==> src/rtl/stackcore_pkg.sv <==
// Shared types for the stack core: opcode values, stack commands, control states.
// Assumes a 3-bit opcode field at the top of every instruction word.
package stackcore_pkg;
    localparam int OP_W = 3;

    typedef enum logic [OP_W-1:0] {
        OP_HALT = 3'd0,
        OP_PUSH = 3'd1,
        OP_POP  = 3'd2,
        OP_ADD  = 3'd3
    } op_e;

    typedef enum logic [1:0] {
        STK_NONE,
        STK_PUSH,
        STK_POP,
        STK_ADD
    } stk_cmd_e;

    typedef enum logic [1:0] {
        S_FETCH,
        S_EXEC,
        S_LOAD,
        S_STOP
    } state_e;
endpackage

==> src/rtl/stackcore_decode.sv <==
// Instruction decoder: splits a word into opcode and address and judges its form.
// Assumes opcode at the top, address at the bottom, reserved bits between must be zero.
module stackcore_decode
    import stackcore_pkg::*;
#(
    parameter int DATA_W = 16,
    parameter int ADDR_W = 7
) (
    input  logic [DATA_W-1:0] instr,
    output op_e               op,
    output logic [ADDR_W-1:0] addr,
    output logic              well_formed
);
    localparam int RSV_W = DATA_W - OP_W - ADDR_W;

    logic [OP_W-1:0]  raw_op;
    logic [RSV_W-1:0] rsv;

    assign raw_op = instr[DATA_W-1 -: OP_W];
    assign rsv    = instr[ADDR_W +: RSV_W];
    assign addr   = instr[ADDR_W-1:0];
    assign op     = op_e'(raw_op);

    // Legal opcode, clean reserved field, and an address field that suits the opcode.
    always_comb begin
        well_formed = (rsv == '0);
        case (raw_op)
            OP_PUSH, OP_POP: well_formed = well_formed && !addr[0];
            OP_ADD, OP_HALT: well_formed = well_formed && (addr == '0);
            default:         well_formed = 1'b0;
        endcase
    end
endmodule

==> src/rtl/stackcore_stack.sv <==
// Operand stack in flip-flops with push, pop and add-in-place commands.
// Assumes the caller never issues a command that the current depth cannot serve.
module stackcore_stack
    import stackcore_pkg::*;
#(
    parameter int DATA_W = 16,
    parameter int DEPTH  = 8,
    parameter int CNT_W  = $clog2(DEPTH + 1)
) (
    input  logic              clk,
    input  logic              rst_n,
    input  stk_cmd_e          cmd,
    input  logic [DATA_W-1:0] push_data,
    output logic [DATA_W-1:0] tos,
    output logic [DATA_W-1:0] nos,
    output logic [CNT_W-1:0]  count
);
    localparam int IDX_W = (DEPTH > 1) ? $clog2(DEPTH) : 1;

    logic [DATA_W-1:0] ent_q [DEPTH];
    logic [IDX_W-1:0]  top_idx;
    logic [IDX_W-1:0]  sec_idx;
    logic [IDX_W-1:0]  free_idx;
    logic [DATA_W-1:0] sum;

    assign free_idx = IDX_W'(count);
    assign top_idx  = IDX_W'(count - CNT_W'(1));
    assign sec_idx  = IDX_W'(count - CNT_W'(2));
    assign tos      = ent_q[top_idx];
    assign nos      = ent_q[sec_idx];
    assign sum      = tos + nos;

    // Entry storage: push fills the free slot, add overwrites the second entry.
    always_ff @(posedge clk) begin
        for (int i = 0; i < DEPTH; i++) begin
            if (cmd == STK_PUSH && free_idx == IDX_W'(i)) begin
                ent_q[i] <= push_data;
            end else if (cmd == STK_ADD && sec_idx == IDX_W'(i)) begin
                ent_q[i] <= sum;
            end
        end
    end

    // Depth counter: up on push, down on pop and add.
    always_ff @(posedge clk) begin
        if (!rst_n) begin
            count <= '0;
        end else begin
            case (cmd)
                STK_PUSH:         count <= count + CNT_W'(1);
                STK_POP, STK_ADD: count <= count - CNT_W'(1);
                default:          count <= count;
            endcase
        end
    end
endmodule

==> src/rtl/stackcore.sv <==
// Multicycle stack processor: fetch, execute, and a load cycle for push.
// Assumes memory answers a read one cycle after mem_rd and holds mem_rdata until the next read.
module stackcore
    import stackcore_pkg::*;
#(
    parameter int DATA_W      = 16,
    parameter int ADDR_W      = 7,
    parameter int STACK_DEPTH = 8
) (
    input  logic              clk,
    input  logic              rst_n,
    output logic [ADDR_W-1:0] mem_addr,
    output logic              mem_rd,
    output logic              mem_wr,
    output logic [DATA_W-1:0] mem_wdata,
    input  logic [DATA_W-1:0] mem_rdata,
    output logic              done,
    output logic              err
);
    localparam int CNT_W = $clog2(STACK_DEPTH + 1);

    state_e            state_q, state_d;
    logic [ADDR_W-1:0] pc_q;
    logic              pc_inc;
    logic              set_done, set_err;
    op_e               dec_op;
    logic [ADDR_W-1:0] dec_addr;
    logic              dec_ok;
    stk_cmd_e          stk_cmd;
    logic [DATA_W-1:0] stk_tos, stk_nos;
    logic [CNT_W-1:0]  stk_count;
    logic              stk_full;

    stackcore_decode #(.DATA_W(DATA_W), .ADDR_W(ADDR_W)) u_decode (
        .instr       (mem_rdata),
        .op          (dec_op),
        .addr        (dec_addr),
        .well_formed (dec_ok)
    );

    stackcore_stack #(.DATA_W(DATA_W), .DEPTH(STACK_DEPTH), .CNT_W(CNT_W)) u_stack (
        .clk       (clk),
        .rst_n     (rst_n),
        .cmd       (stk_cmd),
        .push_data (mem_rdata),
        .tos       (stk_tos),
        .nos       (stk_nos),
        .count     (stk_count)
    );

    assign stk_full  = (stk_count == CNT_W'(STACK_DEPTH));
    assign mem_wdata = stk_tos;

    // Next-state, memory strobes and stack command for the current phase.
    always_comb begin
        state_d  = state_q;
        mem_rd   = 1'b0;
        mem_wr   = 1'b0;
        mem_addr = dec_addr;
        stk_cmd  = STK_NONE;
        pc_inc   = 1'b0;
        set_done = 1'b0;
        set_err  = 1'b0;
        case (state_q)
            S_FETCH: begin
                mem_rd   = 1'b1;
                mem_addr = pc_q;
                pc_inc   = 1'b1;
                state_d  = S_EXEC;
            end
            S_EXEC: begin
                state_d = S_FETCH;
                if (!dec_ok) begin
                    set_err = 1'b1;
                    state_d = S_STOP;
                end else begin
                    case (dec_op)
                        OP_PUSH: begin
                            if (stk_full) begin
                                set_err = 1'b1;
                                state_d = S_STOP;
                            end else begin
                                mem_rd  = 1'b1;
                                state_d = S_LOAD;
                            end
                        end
                        OP_POP: begin
                            if (stk_count == '0) begin
                                set_err = 1'b1;
                                state_d = S_STOP;
                            end else begin
                                mem_wr  = 1'b1;
                                stk_cmd = STK_POP;
                            end
                        end
                        OP_ADD: begin
                            if (stk_count < CNT_W'(2)) begin
                                set_err = 1'b1;
                                state_d = S_STOP;
                            end else begin
                                stk_cmd = STK_ADD;
                            end
                        end
                        default: begin
                            set_done = 1'b1;
                            state_d  = S_STOP;
                        end
                    endcase
                end
            end
            S_LOAD: begin
                stk_cmd = STK_PUSH;
                state_d = S_FETCH;
            end
            default: state_d = S_STOP;
        endcase
    end

    // Control state, program counter and the two sticky flags.
    always_ff @(posedge clk) begin
        if (!rst_n) begin
            state_q <= S_FETCH;
            pc_q    <= '0;
            done    <= 1'b0;
            err     <= 1'b0;
        end else begin
            state_q <= state_d;
            if (pc_inc) begin
                pc_q <= pc_q + ADDR_W'(2);
            end
            if (set_done) begin
                done <= 1'b1;
            end
            if (set_err) begin
                err <= 1'b1;
            end
        end
    end

    logic unused_nos;
    assign unused_nos = ^stk_nos;
endmodule

==> config.mk <==
export PLATFORM = sky130hd
export DESIGN_NAME = stackcore
export DESIGN_NICKNAME = d
export VERILOG_FILES = /design/src/rtl/stackcore_pkg.sv /design/src/rtl/stackcore_decode.sv /design/src/rtl/stackcore_stack.sv /design/src/rtl/stackcore.sv
export SDC_FILE = /design/constraint.sdc
export NUM_CORES = 1
export LEC_CHECK = 0
export BUFFER_PORTS_ARGS = -buffer_cell sky130_fd_sc_hd__buf_2
export CAP_MARGIN = 20
export CELL_PAD_IN_SITES_DETAIL_PLACEMENT = 1
export CELL_PAD_IN_SITES_GLOBAL_PLACEMENT = 2
export CORE_MARGIN = 2
export CORE_UTILIZATION = 36
export DETAILED_ROUTE_END_ITERATION = 8
export MAX_ROUTING_LAYER = met4
export PLACE_DENSITY = 0.74
export SLEW_MARGIN = 20
export SYNTH_ARGS = -nofsm -noshare
export SYNTH_HDL_FRONTEND = slang
export SYNTH_HIERARCHICAL = 1
export SYNTH_SLANG_ARGS = --single-unit
==> constraint.sdc <==
create_clock -name clk -period 10.4 [get_ports clk]
set_input_delay 1.56 -clock clk [delete_from_list [all_inputs] [get_ports clk]]
set_output_delay 1.56 -clock clk [all_outputs]
set_load 0.05 [all_outputs]
==> results of run 1 <==
==> worst max-delay path by stage <==
stage	slack (ns)	endpoint	cells past startpoint	from
CTS	5.04	u_stack/ent_q[0][12]	13	u_stack/count[1]
finish	5.05	u_stack/ent_q[0][12]	13	u_stack/count[1]
floorplan	5.47	mem_wr	7	mem_rdata[1]
global route	4.61	u_stack/ent_q[2][10]	13	u_stack/count[1]
detailed placement	4.77	u_stack/ent_q[7][12]	10	mem_rdata[1]
global placement	4.37	u_stack/ent_q[7][12]	10	mem_rdata[1]
==> sequential cells by signal, summed over array words and instances (netlist names) <==
signal / flops
state_q: 2
u_stack/count: 4
done: 1
u_stack/ent_q: 128
pc_q: 6
err: 1
==> cells by family after synthesis <==
group / after synthesis
flops: 142
simple gates: 215
mux: 119
compound gates: 171
fa+ha+maj: 31
buf+inv: 89
xor+xnor: 19
==> where the power goes <==
part | internal [mW] | total, mW | switching (mW)
clock | 0.352 | 0.598 | 0.246
sequential | 0.629 | 0.640 | 0.0109
combinational | 0.108 | 0.321 | 0.213
==> area by class of cell <==
type / instances / area, um^2 / share of cell area (%)
Sequential cell: 142 / 4130 / 40.9
Clock buffer: 18 / 429 / 4.25
Tap cell: 330 / 413 / 4.09
Inverter: 12 / 45.0 / 0.446
Clock inverter: 14 / 144 / 1.42
Timing Repair Buffer: 56 / 310 / 3.07
Multi-Input combinational cell: 555 / 4630 / 45.9
==> through the flow <==
stage / hold WS [ns] / worst slack, ns / power (mW)
CTS: 0.462 / 5.04 / 1.57
detailed placement: 0.442 / 4.77 / 0.971
finish: 0.464 / 5.05 / 1.56
global route: 0.495 / 4.61 / 1.62
global placement: 0.455 / 4.37 / 0.961
floorplan: 0.461 / 5.47 / 0.889
==> tightest hold or removal path, stage by stage, from the launching register on <==
cell and delay, ns:
sky130_fd_sc_hd__dfxtp_1 0.31, sky130_fd_sc_hd__nand2_1 0.05, sky130_fd_sc_hd__o21ai_1 0.05
==> cells in the mapped netlist (all sizes together) (2+ instances only) <==
library cell / instances / area, um^2
xnor2: 11 / 104
mux2i: 3 / 30.0
nor3b: 2 / 15.0
o21bai: 3 / 22.5
a21oi: 16 / 80.1
nor2: 15 / 56.3
a21o: 2 / 15.0
o21a: 8 / 60.1
nor3: 4 / 25.0
nor4: 2 / 12.5
a31oi: 2 / 12.5
and2: 7 / 43.8
and3b: 2 / 17.5
mux4: 64 / 1440
buf: 35 / 183
a21boi: 3 / 22.5
ha: 30 / 375
inv: 12 / 45.0
mux2: 52 / 586
and3: 3 / 18.8
nand2: 140 / 526
or4: 2 / 18.8
dfxtp: 14 / 280
nand4: 9 / 56.3
edfxtp: 128 / 3840
nor2b: 10 / 62.6
xor2: 8 / 77.6
a211o: 2 / 17.5
a211oi: 2 / 15.0
nand2b: 3 / 18.8
nor4b: 2 / 17.5
clkbuf: 42 / 158
o21ai: 106 / 531
nand3: 10 / 50.1
o31ai: 18 / 135
==> per-layer routing <==
metal | wire length (um) | up-vias | GRT usage (%)
met5 | 0 | - | -
met4 | 549 | 0 | 6.56
met3 | 934 | 37 | 2.79
met2 | 13900 | 147 | 37.3
met1 | 12300 | 3413 | 28.3
li1 | - | 2961 | -
==> out/summary.md, run 1 <==
- **vias per cell** 5.82
- **number of max-cap violations** 0
- **cells on worst reg2reg path** 13
- **syn nets** 835
- **main combinational cell family by area after synthesis** multiplexers
- **last weighted congestion value of the routability-driven placer** 0.808
- **Synth Area in Simple Gates** 10.6%
- **Compound-Gate Fraction of Synth Area** 11.1%
- **I/O Buffers** 44
- **initial core utilization** 36.5%
- **final hold vios** 0
- **Max IR drop VDD** 0.104 mV
- **Post-synth EDFFs** 128
- **proportion of synthesized chip area in sequential cells** 45.2%
- **total congestion overflow** 0
- **buffer levels on the longest clock path** 2
- **unrepaired setup endpoints after global routing** false
- **Die X** 163 um
- **Achievable Freq** 187 MHz
- **multiplexer share of the synthesized area** 22.5%
- **Pwr per Cell Area** 154 nW/um^2
- **number of setup violations in the final report** 0
- **Worst Hold Endpoint** err
- **Clock Skews** 0.0113 ns
- **number of nets in the final layout** 833
- **time the final worst path needs with I/O delays and setup** 5.35 ns
- **crit-path max cell delay** 0.55 ns
- **worst path buffer plus inverter count** 3
- **worst path required time** 10.55 ns
- **clock tree from TritonCTS** yes
- **Worst-path clk slew** 0.07 ns
- **Cells after Synth** 786
- **GRT Total Usage** 22.2%
- **Avg Inst Size Synth** 11.6 um^2
- **fillcell total** 2713
- **Die Y-Extent** 163 um
- **xor and xnor area share after synthesis** 1.99%
- **via count** 6558
- **number of global-route vias before repair** 7028
- **leading cell type in the layout, fill and taps excluded** sky130_fd_sc_hd__nand2_1
- **number of top-level design ports** 45
- **worst reg-to-reg setup slack** 5.05 ns
- **cts bufs inserted** 17
- **total placed cells including tap cells** 1095
- **crit-path leading delay family** compound AO/OA/AOI/OAI gates
- **drt drc** 0
- **clock root cell** sky130_fd_sc_hd__clkbuf_16
- **Layout Cells excl Fill** 1127
- **largest net degree at the start of global routing** 41
- **start of the worst register-to-register path** u_stack/count[1]
- **#FFs+latches synth** 142
- **Top FF cell, synth** sky130_fd_sc_hd__edfxtp_1
- **class of the tightest hold or removal check** register to register
- **Die Outline Area** 26600 um^2
- **Placement Rows** 58
- **Cell Chain, Critical Path** buf_4, inv_1, ha_1, buf_4, mux4_2, mux2_2, ha_1, a21oi_1, o21ai_0, a21oi_1, a21oi_1, nor3_2, o31ai_1
- **Top cell by count, worst path** sky130_fd_sc_hd__a21oi_1
- **origin of the worst min-delay path** err
- **Area Overhead vs Synth** 10.7%
- **average detailed-routed wire length per instance** 24.6 um
- **post-route cell area** 10100 um^2
- **endpoint of the lowest-slack register-to-register path** u_stack/ent_q[0][12]
- **final core utilization** 40.3%
- **post-cts gate resize count** 0
- **worst slew slack as a fraction of its limit** 30.1%
- **fraction of final layout cells sized beyond drive strength 1** 27.0%
- **Critical Setup Path Class** register to register
- **arrival time worst endpoint** 5.51 ns
- **post-synth cell types** 57
- **post-CTS repair timing setup buffer count** 0
- **crit path capture type** register
- **# H-tree levels** 4
- **post-synth design cell area** 9130 um^2
- **proportion of register bits with asynchronous set or reset after synthesis** 0%
- **Final HPWL DP** 17.8 mm
- **cell type of the slowest stage on the worst timing path** sky130_fd_sc_hd__buf_4
- **crit start category** register
- **Core Footprint** 25000 um^2
- **number of instances on the worst hold path** 2
- **post-detailed-placement cell area** 9530 um^2
- **leak pwr** 3.61 nW
- **status** completed
- **number of slew-limit violations in the final report** 0
- **routed wire length** 27.7 mm
- **total negative slack** 0 ns
- **residual antenna-violating net count after detailed routing** 0
- **transition at the pin with the smallest max-transition slack** 1.05 ns
- **total clock sinks** 142
- **hold_buf cts** 0
- **global-route wire length before repair** 42.2 mm
- **commonest cells after routing, fill and taps aside** sky130_fd_sc_hd__nand2_1, sky130_fd_sc_hd__edfxtp_1, sky130_fd_sc_hd__o21ai_0, sky130_fd_sc_hd__mux4_2, sky130_fd_sc_hd__mux2_2
- **insertion delay to the later sink of the worst-skew pair** 0.43 ns
- **Syn. warnings** 6
- **Max Fanout on Critical Path** 40
- **diode count** 0
- **Starting DRT DRC Count** 476
- **ratio of final minimum period to clock period** 51.5%
- **antenna violations before repair** 0
- **number of iterations in the first detailed-routing pass** 5
- **area share of fa/ha/maj cells after synthesis** 4.33%
(Power assumes the default switching activity.)
==> run 2: changes to the inputs <==
clock period = 5 ns   (was 10.4 ns; I/O delays follow)
==> out/summary.md, run 2 (synthesized netlist as in run 1, its figures left out) <==
- **via count** 6649, +1.4%
- **vias per cell** 5.83, +0.23%
- **total placed cells including tap cells** 1108, +1.2%
- **Die X** 163 um, unchanged
- **GRT Total Usage** 22.4%, +0.16 points
- **register name with the most flops** u_stack/ent_q
- **number of iterations in the first detailed-routing pass** 5, unchanged
- **total clock sinks** 142, unchanged
- **diode count** 0, unchanged
- **number of global-route vias before repair** 7084, +0.80%
- **Placement Rows** 58, unchanged
- **fillcell total** 2691, -0.81%
- **Final HPWL DP** 18.3 mm, +2.9%
- **total negative slack** 0 ns, unchanged
- **crit path capture type** register
- **antenna violations before repair** 1, +1
- **I/O Buffers** 44, unchanged
- **cts bufs inserted** 17, unchanged
- **number of nets in the final layout** 846, +1.6%
- **drt drc** 0, unchanged
- **insertion delay to the later sink of the worst-skew pair** 0.43 ns, about the same
- **Critical Setup Path Class** register to register
- **largest net degree at the start of global routing** 72, +76%
- **Core Footprint** 25000 um^2, unchanged
- **Max Fanout on Critical Path** 13, -68%
- **number of instances on the worst hold path** 2, unchanged
- **clock tree from TritonCTS** yes
- **post-cts gate resize count** 0, unchanged
- **time the final worst path needs with I/O delays and setup** 4.35 ns, -1.00 ns
- **final hold vios** 0, unchanged
- **arrival time worst endpoint** 4.49 ns, -1.02 ns
- **cells on worst reg2reg path** 12, -1
- **Area Overhead vs Synth** 12.6%
- **worst slew slack as a fraction of its limit** 50.5%, +20 points
- **largest registers** u_stack/ent_q (128), pc_q (6), u_stack/count (4)
- **number of top-level design ports** 45, unchanged
- **post-CTS repair timing setup buffer count** 0, unchanged
- **Setup WS post-layout** 0.646 ns, -4.40 ns
- **Die Outline Area** 26600 um^2, unchanged
- **fraction of final layout cells sized beyond drive strength 1** 27.8%, +0.80 points
- **average detailed-routed wire length per instance** 24.4 um, -0.53%
- **leak pwr** 3.72 nW, +2.8%
- **last weighted congestion value of the routability-driven placer** 0.837, +3.6%
- **Pwr per Cell Area** 319 nW/um^2, +110%
- **Clock Skews** 0.0124 ns, +0.00116 ns
- **pre-CTS WS** 0.708 ns, -4.06 ns
- **unrepaired setup endpoints after global routing** false
- **status** completed
- **Layout Cells excl Fill** 1140, +1.2%
- **sequential cell area in the final layout** 4130 um^2, unchanged
- **Worst-path clk slew** 0.06 ns, about the same
- **Achievable Freq** 230 MHz, +23%
- **leading cell type in the layout, fill and taps excluded** sky130_fd_sc_hd__nand2_1
- **Starting DRT DRC Count** 551, +16%
- **routed wire length** 27.9 mm, +0.62%
- **Hold Slack** 0.475 ns, +0.0113 ns
- **initial core utilization** 36.5%, unchanged
- **class of the tightest hold or removal check** register to register
- **worst path required time** 5.14 ns, -5.41 ns
- **# H-tree levels** 4, unchanged
- **number of max-cap violations** 0, unchanged
- **buffer levels on the longest clock path** 2, unchanged
- **multi-input gate area in the final layout** 4620 um^2, -0.32%
- **overall power of the completed layout** 3.28 mW, +110%
- **number of slew-limit violations in the final report** 0, unchanged
- **total congestion overflow** 0, unchanged
- **ratio of final minimum period to clock period** 87.1%, +36 points
- **number of setup violations in the final report** 0, unchanged
- **Max IR drop VDD** 0.185 mV, +78%
- **Die Y-Extent** 163 um, unchanged
- **crit start category** register
- **flip-flop count of the largest register, all copies and words added** 128, unchanged
- **clock root cell** sky130_fd_sc_hd__clkbuf_16
- **hold_buf cts** 0, unchanged
- **global-route wire length before repair** 42.6 mm, +0.96%
- **residual antenna-violating net count after detailed routing** 0, unchanged
- **commonest cells after routing, fill and taps aside** sky130_fd_sc_hd__nand2_1, sky130_fd_sc_hd__edfxtp_1, sky130_fd_sc_hd__o21ai_0, sky130_fd_sc_hd__mux4_2, sky130_fd_sc_hd__mux2_2
- **transition at the pin with the smallest max-transition slack** 0.737 ns, -0.309 ns
-- run 2: cell count changes in the layout (fill, tap and decap cells not counted), sizes merged --
cell,previous run,this run
buf,56,69
clkbuf,18,17
inv,14,16
clkinvlp,5,4
-- run 2: critical path: stages (launching register included) --
cell and delay (ns):
sky130_fd_sc_hd__dfxtp_1 0.63, sky130_fd_sc_hd__inv_1 0.16, sky130_fd_sc_hd__ha_1 0.36, sky130_fd_sc_hd__buf_4 0.24, sky130_fd_sc_hd__buf_4 0.26, sky130_fd_sc_hd__mux2_2 0.36, sky130_fd_sc_hd__ha_1 0.33, sky130_fd_sc_hd__a21oi_1 0.18
sky130_fd_sc_hd__o21ai_0 0.25, sky130_fd_sc_hd__a21oi_1 0.44, sky130_fd_sc_hd__nand2_1 0.12, sky130_fd_sc_hd__xnor2_1 0.52, sky130_fd_sc_hd__o21ai_0 0.21
-- run 2: report_power, final --
group	internal, mW	leakage (nW)	switching, mW
logic	0.231	2.17	0.451
clock network	0.741	0.277	0.540
registers	1.31	1.27	0.0117
total	2.28	3.72	1.00
-- run 2: routing by layer --
metal  GRT usage [%]  share of wire [%]  up-vias
met3            2.79                4.9       27
met1            28.9                 44     3434
met2            37.5                 50      203
met5               -                  0        -
li1                -                  -     2985
met4            5.71                1.4        0
-- run 2: stage by stage --
| step | util, % | instance area (um^2) |
|---|---|---|
| final | 41.0 | 10300 |
| after global routing | 41.0 | 10300 |
| after CTS | 41.0 | 10300 |
| after detailed placement | 38.7 | 9690 |
| after global placement | 38.7 | 9690 |
| after floorplan | - | 9130 |
-- run 2: path summary, 6_finish.rpt --
path / startpoint / end / slack (ns)
max reg2reg: u_stack/count[2] / u_stack/ent_q[2][10] / 0.65
min reg2reg: err / err / 0.48
max: u_stack/count[2] / u_stack/ent_q[2][10] / 0.65
min: err / err / 0.48
-- run 2: final cells by class --
| cell class | instances | share of cell area (%) |
|---|---|---|
| multi-input combinational | 555 | 44.9 |
| sequential | 142 | 40.2 |
| timing repair buffer | 69 | 4.70 |
| inverter | 12 | 0.438 |
| clock buffer | 17 | 4.14 |
| clock inverter | 15 | 1.57 |
| tap | 330 | 4.02 |
==> run 3: changes to the inputs <==
ABC_AREA = 1   (was not set)
PLACE_DENSITY = 0.83   (was 0.74)
==> out/summary.md, run 3 <==
- **status** completed
- **Syn. warnings** 6, unchanged
- **number of max-cap violations** 0, unchanged
- **worst path buffer plus inverter count** 3, unchanged
- **Starting DRT DRC Count** 853, +55%
- **leak pwr** 4.38 nW, +18%
- **post-synth cell types** 43, -25%
- **number of nets in the final layout** 1342, +59%
- **syn nets** 1351, +62%
- **crit-path max cell delay** 0.91 ns, +0.28 ns
- **Core Footprint** 26900 um^2, +7.3%
- **commonest cells after routing, fill and taps aside** sky130_fd_sc_hd__nand2_1, sky130_fd_sc_hd__o21ai_0, sky130_fd_sc_hd__edfxtp_1, sky130_fd_sc_hd__inv_1, sky130_fd_sc_hd__a21oi_1
- **flip-flop count of the largest register, all copies and words added** 128, unchanged
- **I/O Buffers** 44, unchanged
- **cell type of the slowest stage on the worst timing path** sky130_fd_sc_hd__nand2_1
- **residual antenna-violating net count after detailed routing** 0, unchanged
- **fraction of final layout cells sized beyond drive strength 1** 11.6%, -16 points
- **average detailed-routed wire length per instance** 23.3 um, -4.9%
- **Avg Inst Size Synth** 7.56 um^2, -35%
- **start of the worst register-to-register path** u_stack/count[1]
- **#FFs+latches synth** 142, unchanged
- **unrepaired setup endpoints after global routing** false
- **top cells by area in the synthesized netlist** sky130_fd_sc_hd__edfxtp_1, sky130_fd_sc_hd__nand2_1, sky130_fd_sc_hd__o21ai_0
- **worst setup path start** u_stack/count[1]
- **Max IR drop VDD** 0.246 mV, +33%
- **diode count** 0, unchanged
- **time the final worst path needs with I/O delays and setup** 4.57 ns, +0.216 ns
- **Worst Hold Endpoint** err
- **Layout Cells excl Fill** 1647, +44%
- **clock root cell** sky130_fd_sc_hd__clkbuf_16
- **Critical Setup Path Class** register to register
- **dominant cell type by area after synthesis** sky130_fd_sc_hd__edfxtp_1
- **Achievable Freq** 219 MHz, -4.7%
- **Final HPWL DP** 26.3 mm, +43%
- **last weighted congestion value of the routability-driven placer** 0.878, +4.8%
- **# H-tree levels** 4, unchanged
- **insertion delay to the later sink of the worst-skew pair** 0.44 ns, about the same
- **crit path capture type** register
- **leading cell type in the layout, fill and taps excluded** sky130_fd_sc_hd__nand2_1
- **Hold Slack** 0.461 ns, -0.0141 ns
- **proportion of synthesized chip area in sequential cells** 41.9%, -3.3 points
- **cell with the most instances after synthesis** sky130_fd_sc_hd__nand2_1
- **cts bufs inserted** 17, unchanged
- **cell types with the highest counts after synthesis** sky130_fd_sc_hd__nand2_1, sky130_fd_sc_hd__o21ai_0, sky130_fd_sc_hd__edfxtp_1
- **origin of the worst min-delay path** err
- **largest net degree at the start of global routing** 164, +130%
- **initial core utilization** 36.6%, +0.18 points
- **post-CTS repair timing setup buffer count** 0, unchanged
- **post-cts gate resize count** 0, unchanged
- **Cells after Synth** 1302, +66%
- **class of the tightest hold or removal check** register to register
- **worst path required time** 5.05 ns, -0.09 ns
- **Clock Skews** 0.0151 ns, +0.00267 ns
- **register name with the most flops** u_stack/ent_q
- **Die Outline Area** 28700 um^2, +7.7%
- **number of slew-limit violations in the final report** 0, unchanged
- **arrival time worst endpoint** 4.62 ns, +0.13 ns
- **cells on worst reg2reg path** 13, +1
- **worst slew slack as a fraction of its limit** 23.4%, -27 points
- **Die X** 169 um, +3.8%
- **total congestion overflow** 0, unchanged
- **number of setup violations in the final report** 0, unchanged
- **hold_buf cts** 0, unchanged
- **total negative slack** 0 ns, unchanged
- **overall power of the completed layout** 3.55 mW, +8.1%
- **total clock sinks** 142, unchanged
- **Area Overhead vs Synth** 10.5%
- **endpoint of the lowest-slack register-to-register path** u_stack/ent_q[7][11]
- **final hold vios** 0, unchanged
- **Die Y-Extent** 169 um, +3.8%
- **Worst-path clk slew** 0.06 ns, about the same
- **fraction of post-synthesis cell area in the top cell type by area** 39.0%, -3.1 points
- **ratio of final minimum period to clock period** 91.4%, +4.3 points
- **via count** 9419, +42%
- **drt drc** 0, unchanged
- **number of global-route vias before repair** 9299, +31%
- **number of top-level design ports** 45, unchanged
- **clock tree from TritonCTS** yes
- **post-synth design cell area** 9850 um^2, +7.9%
- **transition at the pin with the smallest max-transition slack** 1.15 ns, +0.412 ns
- **GRT Total Usage** 27.9%, +5.5 points
- **Pwr per Cell Area** 326 nW/um^2, +2.0%
- **Max Fanout on Critical Path** 53, +40
- **crit start category** register
- **Post-synth EDFFs** 128, unchanged
- **worst reg-to-reg setup slack** 0.43 ns, -0.22 ns
- **vias per cell** 5.72, -1.9%
- **number of instances on the worst hold path** 2, unchanged
- **crit-path leading delay family** simple AND/OR/NAND/NOR gates
- **Top FF cell, synth** sky130_fd_sc_hd__edfxtp_1
- **largest registers** u_stack/ent_q (128), pc_q (6), u_stack/count (4)
- **total placed cells including tap cells** 1615, +46%
- **global-route wire length before repair** 57.4 mm, +35%
- **proportion of register bits with asynchronous set or reset after synthesis** 0%, unchanged
- **Cell Chain, Critical Path** buf_4, nor2_1, nand2_1, nor2_1, nor2_1, nand2_1, nor3b_1, nand2_2, nor2_2, inv_2, nor2_4, inv_1, nand2_1
- **antenna violations before repair** 0, -1
- **Placement Rows** 60, +3.4%
- **buffer levels on the longest clock path** 2, unchanged
- **routed wire length** 38.3 mm, +37%
- **number of iterations in the first detailed-routing pass** 5, unchanged
## run 3: cell count changes after synthesis, moves of 27 or more
| cell | previous run | this run |
|---|---|---|
| sky130_fd_sc_hd__nand2_1 | 140 | 312 |
| sky130_fd_sc_hd__nand3_1 | 10 | 70 |
| sky130_fd_sc_hd__o21ai_0 | 105 | 209 |
| sky130_fd_sc_hd__mux4_2 | 64 | 0 |
| sky130_fd_sc_hd__nor2_1 | 15 | 84 |
| sky130_fd_sc_hd__a21oi_1 | 16 | 95 |
| sky130_fd_sc_hd__a31oi_1 | 2 | 29 |
| sky130_fd_sc_hd__buf_2 | 8 | 40 |
| sky130_fd_sc_hd__inv_1 | 12 | 120 |
| sky130_fd_sc_hd__mux2_2 | 52 | 0 |
## run 3: how the worst max path moves through the flow
stage / end / cells past startpoint
floorplan: u_stack/ent_q[0][14] / 23
global placement: u_stack/ent_q[7][6] / 16
detailed placement: u_stack/ent_q[7][5] / 16
CTS: u_stack/ent_q[7][11] / 13
global route: u_stack/ent_q[7][11] / 13
finish: u_stack/ent_q[7][11] / 13
## run 3: cells by family (layout without fill, tap and decap cells)
family,Yosys count,in the layout,share of synthesized area [%]
flip-flops,142,142,41.9
AND/OR/NAND/NOR,506,506,21.9
XOR/XNOR,9,9,0.953
buffers and inverters,225,229,10.3
adder cells (fa/ha/maj),31,31,4.02
AO/OA/AOI/OAI,389,389,20.9
## run 3: cell type report
cell class | instances | area (um^2)
Clock buffer | 17 | 425
Fill cell | 3288 | 16000
Inverter | 128 | 482
Multi-Input combinational cell | 935 | 4780
Sequential cell | 142 | 4130
Tap cell | 341 | 427
Timing Repair Buffer | 69 | 483
Clock inverter | 15 | 158
## run 3: routing by layer
metal  vias to the layer above  routed length (um)  share of wire [%]  global-route usage, %
met5                         -                   0                  0                      -
met4                         0                1060                2.8                   9.48
li1                       4376                   -                  -                      -
met2                       353               17500                 46                   43.5
met1                      4613               17000                 44                   36.7
met3                        77                2710                7.1                   4.90
## run 3: stage by stage
| stage | area, um^2 | worst slack (ns) | utilization, % |
|---|---|---|---|
| 2_1_floorplan | 9850 | 0.381 | - |
| 3_3_place_gp | 10300 | 0.246 | 38.3 |
| 3_5_place_dp | 10300 | 0.182 | 38.3 |
| 4_1_cts | 10900 | 0.394 | 40.5 |
| 5_1_grt | 10900 | 0.108 | 40.5 |
| 6_report | 10900 | 0.431 | 40.5 |
## run 3: power breakdown
group / leakage, nW / internal (mW) / switching, mW
clock network: 0.279 / 0.740 / 0.551
registers: 1.27 / 1.31 / 0.00843
logic: 2.84 / 0.233 / 0.708
total: 4.38 / 2.28 / 1.27
## run 3: tightest hold or removal path, stage by stage, from the launching register on
cell,delay (ns)
sky130_fd_sc_hd__dfxtp_1,0.31
sky130_fd_sc_hd__inv_1,0.05
sky130_fd_sc_hd__a21oi_1,0.05
